===== src/rtl/seqgrp_pkg.sv =====
// Shared types for the grouped block access detector.
// Assumes a block count that is a power of two.
package seqgrp_pkg;
    localparam int NUM_BLK = 32;
    localparam int IDX_W   = $clog2(NUM_BLK);

    typedef logic [IDX_W-1:0] blk_idx_t;

    // One table entry: group id, predecessor guess with its valid bit, flag.
    typedef struct packed {
        blk_idx_t gid;
        logic     gvalid;
        blk_idx_t guess;
        logic     ingrp;
    } blk_ent_t;
endpackage


===== src/rtl/seqgrp_meta_store.sv =====
// Per-block metadata table with three read ports and two write ports.
// One port writes a whole entry; the other only sets an in-group flag.
// The flag write wins over the whole-entry write on the same entry.
// Assumes the controller never asks for a flag set without an entry write.
module seqgrp_meta_store
    import seqgrp_pkg::*;
#(
    parameter int N = NUM_BLK
) (
    input  logic     clk,
    input  logic     rst_n,
    input  blk_idx_t rd_a_idx,
    output blk_ent_t rd_a,
    input  blk_idx_t rd_b_idx,
    output blk_ent_t rd_b,
    input  blk_idx_t rd_q_idx,
    output blk_ent_t rd_q,
    input  logic     wr_en,
    input  blk_idx_t wr_idx,
    input  blk_ent_t wr_data,
    input  logic     mark_en,
    input  blk_idx_t mark_idx
);
    blk_ent_t tbl [N];

    for (genvar i = 0; i < N; i++) begin : g_ent
        blk_ent_t ent_q;

        // Hold one entry: reset to a group of its own, then apply writes.
        always_ff @(posedge clk) begin
            if (!rst_n) begin
                ent_q <= '{gid: blk_idx_t'(i), gvalid: 1'b0, guess: '0, ingrp: 1'b0};
            end else begin
                if (wr_en && wr_idx == blk_idx_t'(i)) ent_q <= wr_data;
                if (mark_en && mark_idx == blk_idx_t'(i)) ent_q.ingrp <= 1'b1;
            end
        end

        assign tbl[i] = ent_q;
    end

    assign rd_a = tbl[rd_a_idx];
    assign rd_b = tbl[rd_b_idx];
    assign rd_q = tbl[rd_q_idx];

    // A flag set comes only with the update of the current entry.
    p_mark_with_write_r5: assert property (@(posedge clk) disable iff (!rst_n)
        mark_en |-> wr_en);
endmodule


===== src/rtl/seqgrp_decide.sv =====
// Combinational decision for one access.
// Compares the current block's guess with the most-recent block and builds
// the new current entry and the flag-set request for the predecessor.
// Assumes both entries are read from the table in the update cycle.
module seqgrp_decide
    import seqgrp_pkg::*;
(
    input  blk_idx_t cur_idx,
    input  blk_ent_t cur_ent,
    input  blk_idx_t last_idx,
    input  logic     last_vld,
    input  blk_ent_t last_ent,
    output logic     hit,
    output blk_ent_t new_ent
);
    // Confirm the guess and form the entry that the current block gets.
    always_comb begin
        hit = last_vld && cur_ent.gvalid && (cur_ent.guess == last_idx);
        if (hit) begin
            new_ent        = cur_ent;
            new_ent.gid    = last_ent.gid;
            new_ent.ingrp  = 1'b1;
        end else begin
            new_ent.gid    = cur_idx;
            new_ent.gvalid = last_vld;
            new_ent.guess  = last_idx;
            new_ent.ingrp  = 1'b0;
        end
    end
endmodule


===== src/rtl/seqgrp_ctrl.sv =====
// Two-phase access controller.
// It takes an access in the idle phase and updates the table in the
// following phase; ready is low during the update phase.
// It also keeps the most-recent block register.
module seqgrp_ctrl
    import seqgrp_pkg::*;
(
    input  logic     clk,
    input  logic     rst_n,
    input  logic     acc_valid,
    input  blk_idx_t acc_idx,
    output logic     acc_ready,
    output blk_idx_t cur_idx,
    output blk_idx_t last_idx,
    output logic     last_vld,
    input  blk_ent_t cur_ent,
    input  blk_ent_t last_ent,
    input  logic     hit,
    input  blk_ent_t new_ent,
    output logic     wr_en,
    output blk_idx_t wr_idx,
    output blk_ent_t wr_data,
    output logic     mark_en,
    output blk_idx_t mark_idx
);
    typedef enum logic {ST_IDLE, ST_UPD} st_t;

    st_t      st_q;
    blk_idx_t cur_q;
    blk_idx_t last_q;
    logic     last_vld_q;

    logic take;
    logic upd;
    assign take = acc_valid && (st_q == ST_IDLE);
    assign upd  = (st_q == ST_UPD);

    // Step between the accept phase and the update phase.
    always_ff @(posedge clk) begin
        if (!rst_n)    st_q <= ST_IDLE;
        else if (take) st_q <= ST_UPD;
        else if (upd)  st_q <= ST_IDLE;
    end

    // Capture the accessed block index when an access is taken.
    always_ff @(posedge clk) begin
        if (!rst_n)    cur_q <= '0;
        else if (take) cur_q <= acc_idx;
    end

    // Move the most-recent block register to the current block after each update.
    always_ff @(posedge clk) begin
        if (!rst_n) begin
            last_q     <= '0;
            last_vld_q <= 1'b0;
        end else if (upd) begin
            last_q     <= cur_q;
            last_vld_q <= 1'b1;
        end
    end

    // Drive the table write ports during the update phase.
    always_comb begin
        acc_ready = (st_q == ST_IDLE);
        wr_en     = upd;
        wr_idx    = cur_q;
        wr_data   = new_ent;
        mark_en   = upd && hit;
        mark_idx  = last_q;
    end

    assign cur_idx  = cur_q;
    assign last_idx = last_q;
    assign last_vld = last_vld_q;

    p_ready_drop_r2: assert property (@(posedge clk) disable iff (!rst_n)
        (acc_valid && acc_ready) |=> !acc_ready);
    p_ready_back_r2: assert property (@(posedge clk) disable iff (!rst_n)
        !acc_ready |=> acc_ready);
    p_miss_own_group_r4: assert property (@(posedge clk) disable iff (!rst_n)
        (upd && !hit) |=> (cur_ent.gid == $past(cur_q) && !cur_ent.ingrp));
    p_hit_joins_r5: assert property (@(posedge clk) disable iff (!rst_n)
        (upd && hit) |=> (cur_ent.ingrp && cur_ent.gid == $past(last_ent.gid)));
    p_recent_follows_r6: assert property (@(posedge clk) disable iff (!rst_n)
        upd |=> (last_vld && last_idx == $past(cur_q)));
endmodule


===== src/rtl/seqgrp_tracker.sv =====
// Top level of the grouped block access detector.
// It ties the controller, the decision logic and the metadata table together.
// The query port is a combinational read of the table.
module seqgrp_tracker
    import seqgrp_pkg::*;
(
    input  logic             clk,
    input  logic             rst_n,
    input  logic             acc_valid,
    input  logic [IDX_W-1:0] acc_idx,
    output logic             acc_ready,
    input  logic [IDX_W-1:0] qry_idx,
    output logic [IDX_W-1:0] qry_gid,
    output logic             qry_ingrp
);
    blk_idx_t cur_idx, last_idx, wr_idx, mark_idx;
    blk_ent_t cur_ent, last_ent, new_ent, wr_data, q_ent;
    logic     last_vld, hit, wr_en, mark_en;

    seqgrp_ctrl u_ctrl (
        .clk(clk), .rst_n(rst_n),
        .acc_valid(acc_valid), .acc_idx(acc_idx), .acc_ready(acc_ready),
        .cur_idx(cur_idx), .last_idx(last_idx), .last_vld(last_vld),
        .cur_ent(cur_ent), .last_ent(last_ent),
        .hit(hit), .new_ent(new_ent),
        .wr_en(wr_en), .wr_idx(wr_idx), .wr_data(wr_data),
        .mark_en(mark_en), .mark_idx(mark_idx)
    );

    seqgrp_decide u_decide (
        .cur_idx(cur_idx), .cur_ent(cur_ent),
        .last_idx(last_idx), .last_vld(last_vld), .last_ent(last_ent),
        .hit(hit), .new_ent(new_ent)
    );

    seqgrp_meta_store #(.N(NUM_BLK)) u_store (
        .clk(clk), .rst_n(rst_n),
        .rd_a_idx(cur_idx), .rd_a(cur_ent),
        .rd_b_idx(last_idx), .rd_b(last_ent),
        .rd_q_idx(qry_idx), .rd_q(q_ent),
        .wr_en(wr_en), .wr_idx(wr_idx), .wr_data(wr_data),
        .mark_en(mark_en), .mark_idx(mark_idx)
    );

    assign qry_gid   = q_ent.gid;
    assign qry_ingrp = q_ent.ingrp;
endmodule


===== config.mk =====
export PLATFORM = sky130hd
export DESIGN_NAME = seqgrp_tracker
export DESIGN_NICKNAME = d
export VERILOG_FILES = /design/src/rtl/seqgrp_pkg.sv /design/src/rtl/seqgrp_meta_store.sv /design/src/rtl/seqgrp_decide.sv /design/src/rtl/seqgrp_ctrl.sv /design/src/rtl/seqgrp_tracker.sv
export SDC_FILE = /design/constraint.sdc
export NUM_CORES = 1
export LEC_CHECK = 0
export ABC_CLOCK_PERIOD_IN_PS = 3980
export BUFFER_PORTS_ARGS = -buffer_cell sky130_fd_sc_hd__buf_2
export CORE_ASPECT_RATIO = 1.4
export CORE_MARGIN = 2
export CORE_UTILIZATION = 35
export CTS_BUF_LIST = sky130_fd_sc_hd__clkbuf_4
export CTS_CLUSTER_DIAMETER = 80
export DETAILED_ROUTE_END_ITERATION = 8
export GPL_TIMING_DRIVEN = 1
export PLACE_DENSITY = 0.52
export SYNTH_ARGS = -nofsm -noshare
export SYNTH_HDL_FRONTEND = slang
export SYNTH_SLANG_ARGS = --single-unit
export TNS_END_PERCENT = 10

===== constraint.sdc =====
create_clock -name clk -period 3.98 [get_ports clk]
set_input_delay 0.597 -clock clk [delete_from_list [all_inputs] [get_ports clk]]
set_output_delay 0.597 -clock clk [all_outputs]
set_load 0.02 [all_outputs]

-- Word-level counts from Yosys, hierarchy flattened
Cells that the tools add are included.
- $lt $le $gt $ge: 3
- eq/ne operators: 63
- muxes and demuxes: 75
- bitwise operators: 4
- reduce and logical (&&, ||, !) cells: 102
- operators by type and width (kind ; number):
    $bmux W12 S5 ; 3
    $eq A5 B5 Y1 const B ; 32
    $eq A5 B4 Y1 const B ; 16
    $logic_and A1 B1 Y1 ; 68
    $mux W1 ; 65
    $reduce_bool A2 Y1 ; 32
    $mux W12 ; 5
    $eq A5 B3 Y1 const B ; 8
    $eq A5 B2 Y1 const B ; 4
    $ge A6 B6 Y1 const B ; 3
    $not A5 Y6 ; 3
    $mux W7 ; 2
    $eq A5 B1 Y1 const B ; 2
    $logic_not A5 Y1 ; 2
    $eq A5 B5 Y1 ; 1
    $not A1 Y1 ; 1
- flip-flop bits (word level): 396
- bits of input ports: 13

-- Depth between registers and ports, before layout
- word-level depth: 9
- gate-level depth with buffers: 13
- gate-level depth less buffers: 7

-- By module
Synthesis repeated with hierarchy kept, for this count alone.
- cell total of the unflattened synthesis: 3201
- area, all modules: 24931.4 um2
- by module, submodules not included (module ; times used ; cells each ; area each (um2)):
    seqgrp_meta_store ; 1 ; 3108 ; 24103.1
    seqgrp_ctrl ; 1 ; 68 ; 649.4
    seqgrp_decide ; 1 ; 25 ; 178.9

-- Least setup slack after synthesis
Ideal clock, no wire load.
- path type: input port to output port
- start point: input qry_idx[0]
- end point: output qry_gid[4]
- arrival time: 2.974 ns
- data required time: 3.383 ns
- setup slack: 0.409 ns
- cell stages on the path: 5
- cell sequence: buf_1 > buf_1 > mux4_2 > mux4_2 > mux2_2
- cells in the longest elaborated chain, start to end: 4
- ends and longest elaborated chain (what ; line ; text):
    start, declared ; seqgrp_tracker.sv:12 ; input logic [IDX_W-1:0] qry_idx,
    $not A5 Y6 (implied by the code) ; seqgrp_meta_store.sv:44 ; assign rd_q = tbl[rd_q_idx];
    $bmux W12 S5 ; seqgrp_meta_store.sv:44 ;
    $mux W12 (implied by the code) (2 in a row) ; seqgrp_meta_store.sv:44 ;
    end, declared ; seqgrp_tracker.sv:13 ; output logic [IDX_W-1:0] qry_gid,
Every way passes these cells. The select of a mux whose other input is x is not followed.

-- Worst setup path after layout
- start point: register u_ctrl.cur_q[1] (netlist: u_ctrl.cur_idx[1])
- end point: register u_store.g_ent[24].ent_q[10] (netlist bit)
- cells in the longest elaborated chain, start to end: 7
- ends and longest elaborated chain (what ; line ; text):
    start, declared ; seqgrp_ctrl.sv:29 ; blk_idx_t cur_q;
    start signal, assigned ; seqgrp_ctrl.sv:48 ; else if (take) cur_q <= acc_idx;
    $not A5 Y6 (implied by the code) ; seqgrp_meta_store.sv:42 ; assign rd_a = tbl[rd_a_idx];
    $bmux W12 S5 ; seqgrp_meta_store.sv:42 ;
    $mux W7 (implied by the code) (2 in a row) ; seqgrp_meta_store.sv:42 ;
    $eq A5 B5 Y1 or $logic_and A1 B1 Y1 (tied branches) ; seqgrp_decide.sv:18 ; hit = last_vld && cur_ent.gvalid && (cur_ent.guess == last_idx);
    $logic_and A1 B1 Y1 ; seqgrp_decide.sv:18 ;
    $mux W12 ; seqgrp_decide.sv:19 ; if (hit) begin
    end signal, assigned ; seqgrp_meta_store.sv:32 ; ent_q <= '{gid: blk_idx_t'(i), gvalid: 1'b0, guess: '0, ingrp: 1'b0};
    end signal, assigned ; seqgrp_meta_store.sv:34 ; if (wr_en && wr_idx == blk_idx_t'(i)) ent_q <= wr_data;
    end, declared ; seqgrp_meta_store.sv:27 ; blk_ent_t ent_q;
Parallel ways exist; a longest one is shown, timed or not. The select of a mux whose other input is x is not followed.
A chain may end at the register's enable or synchronous reset.

==> reports/metrics.yaml <==
outcome: "completed"
io_buffers: 19
core_area_um2: 53300
seqCellArea_um2: 7944
cts_resized: 0
place_ws_ps: 429.2
htree_levels: 3
p_int_mw: 6.080
drt-total-wl_um: 68260
die_w_um: 200.4
yosys_warnings: 0
hpwlAfterDp_um: 45850
combPwrFrac: 0.066
finalSetupTns_ps: 0
drv_cap: 0
hold_viol_final: 0
final.setup_skew_ps: 32.20
relSlewSlack: 0.2365
cts_buffers: 98
fmax_mhz: 280.8
fillCellCount: 5455
start_util: 0.3546
grt_overflow: 0
max_slew.worst_pin.slew_ps: 1145
critical_path_arrival_ps: 4210
ios: 20
p_total_mw: 8.139
drv_slew: 0
final_antenna_net_count: 0
ys_types: 56
synth_edf_count: 0
worstReg2RegStart: "u_ctrl.cur_idx[1]$_SDFFE_PN0P_"
power.leakage_nw: 6.645
drc_errors: 0
powerDensity_nw_per_um2: 383.6
required_ps: 4630
critPathLaunch: "u_ctrl.cur_idx[1]$_SDFFE_PN0P_"
crit_path_max_fanout: 43
post-route-min-period_ps: 3561
ir_drop_v: 0.0001158
dr.pass1.iters: 6
drtIter0Drc: 1584
synthFlopType: "dfxtp_1"
fp-row-count: 100
drive_gt1_frac: 0.2058
vias_per_cell: 5.867
syn_nets: 2103
p_sw_mw: 2.059
swShare: 0.2530
clk-insertion-delay-late_ps: 820
cp-end-kind: "register"
grt_max_degree: 118
multi_input_area_um2: 10120
antenna_found_initial: 1
gp_congestion: 0.9442
grt_first_pass_wirelength_um: 103000
rr_worst_depth: 8
clk_pin_slew_ps: 70
die_y_um: 279.0
synth-seq-cells: 396
async_reset_ff_frac: 0
whs_ps: 65.40
nNetsFinal: 2111
cts_setup_buffers: 0
synth.avg_cell_area_um2: 9.045
clockBufferDepth: 3
clkPwrFrac: 0.442
setup_violations: 0
start_kind: "register"
grtUsageTotal: 0.2419
grt_pass1_vias: 16530
syn_to_final_growth_pct: 12.23
wl_per_cell_um: 23.77
yosysSeqAreaShare: 0.4194
grt_setup_unrepaired: "false"
whs_path_depth: 3
cts_sinks: 396
crit_type: "register to register"
setup_ws_ps: 418.6
num_vias: 16850
die_area_um2: 55910
cts_tree: "built"
root_buffer: "clkbuf_4"
post-route-period-util: 0.8948
hold_start: "acc_idx[2]"
netlist_area_um2: 18900
syn_inst: 2090
pwr-share-seq: 0.492
min_path_type: "input pin to register"
through the flow:
step	util	instance area, um^2	std cells
6_report	0.3980	21220	2872
2_1_floorplan	-	18900	2090
5_1_grt	0.3980	21220	2872
3_3_place_gp	0.3741	19940	2711
4_1_cts	0.3980	21210	2871
3_5_place_dp	0.3741	19940	2711
logic make-up after synthesis:
kind of cell / after synthesis / share of synthesized area
xor gates and xnor gates: 1 / 0.0004634
DFF: 396 / 0.4194
buffers and inverters: 213 / 0.04653
AOI/OAI and AO/OA: 453 / 0.1514
and+or+nand+nor: 831 / 0.1866
muxes: 196 / 0.1957
cells in the mapped netlist, drive strengths merged, types with 2 or more instances:
library cell  number  area (um^2)
nand2            467         1753
dfxtp            396         7928
a21oi            196        980.9
clkbuf           161        604.3
mux4             137         3085
nand3            131        655.6
nor2             111        416.7
nor3              84        420.4
o31ai             75        563.0
a31oi             56        350.3
buf               46        252.7
o21ai             46        230.2
mux2i             41        410.4
a41oi             20        175.2
a221oi            18        157.7
mux2              18        202.7
a22oi              9        72.57
nor2b              8        50.05
and2               5        31.28
inv                5        18.77
o32a               5        50.05
o41ai              5        81.33
a211o              4        35.03
a22o               4        35.03
nand2b             4        25.02
nor4b              4        50.05
o221ai             4        35.03
a211oi             3        22.52
and3               3        18.77
nand3b             3        22.52
a311o              2        20.02
nand4              2        18.77
nor4               2        12.51
or2                2        12.52
metal layers:
layer | up-vias | wire length, um | GRT usage
met5 | - | 0 | 0
met4 | 0 | 3346 | 0.1286
met3 | 188 | 3916 | 0.03618
met2 | 679 | 34750 | 0.4296
met1 | 8308 | 26260 | 0.2811
li1 | 7676 | - | -
flip-flops by register name (all words and copies together) (netlist names):
register,count
u_ctrl.last_vld,1
u_ctrl.last_idx,5
u_ctrl.cur_idx,5
u_ctrl.wr_en,1
u_store.g_ent.ent_q,384
path summary, 6_finish.rpt:
kind                                                    to  slack (ps)
setup / recovery  u_store.g_ent[24].ent_q[10]$_SDFFE_PN1P_         420
hold / removal              u_ctrl.cur_idx[2]$_SDFFE_PN0P_          70
setup reg to reg  u_store.g_ent[24].ent_q[10]$_SDFFE_PN1P_         420
hold reg to reg    u_store.g_ent[21].ent_q[1]$_SDFFE_PN0P_         450
worst max-delay path, stage by stage (launching register included):
cell     delay, ps
dfxtp_4        700
buf_4          310
mux4_2         550
o21ai_0        460
a31oi_1        260
xnor2_1        340
and4_2         370
buf_12         230
a41oi_1        140
layout make-up:
type,count,area share
Tap cell,714,0.04211
Inverter,6,0.001415
Clock inverter,17,0.009318
Timing Repair Buffer,115,0.04529
Multi-Input combinational cell,1481,0.4771
Clock buffer,142,0.05025
Antenna cell,1,0.0001180
Sequential cell,396,0.3744
cells in the final DEF, fill, tap and decap left out, types with 5 or more instances in the layout:
cell type and n:
nor2b_1 8, a41oi_1 20, o31ai_1 75, nor2_1 111, bufinv_16 5, dfxtp_1 389
a221oi_1 18, nor3_1 84, o41ai_2 5, o21ai_0 42, buf_2 17, a22oi_1 8
nand3_1 131, mux4_2 137, buf_12 11, a21oi_1 196, nand2_1 467, clkbuf_4 142
o32a_1 5, mux2i_1 41, mux2_2 18, buf_4 86, clkinv_1 10, a31oi_1 56
power by group through the flow:
stage	clock network, mW	registers, mW	logic, mW
2_1_floorplan	0	4.06	0.369
3_3_place_gp	0	4.09	0.529
3_5_place_dp	0	4.10	0.532
4_1_cts	3.69	4.00	0.534
5_1_grt	3.88	4.00	0.566
6_report	3.60	4.00	0.538
repair_timing:
action / in CTS / in global routing
hold buffers: 1 / 0
hold endpoints to repair: 1 / 0
setup endpoints to repair: 0 / 0
(Power assumes the default switching activity.)
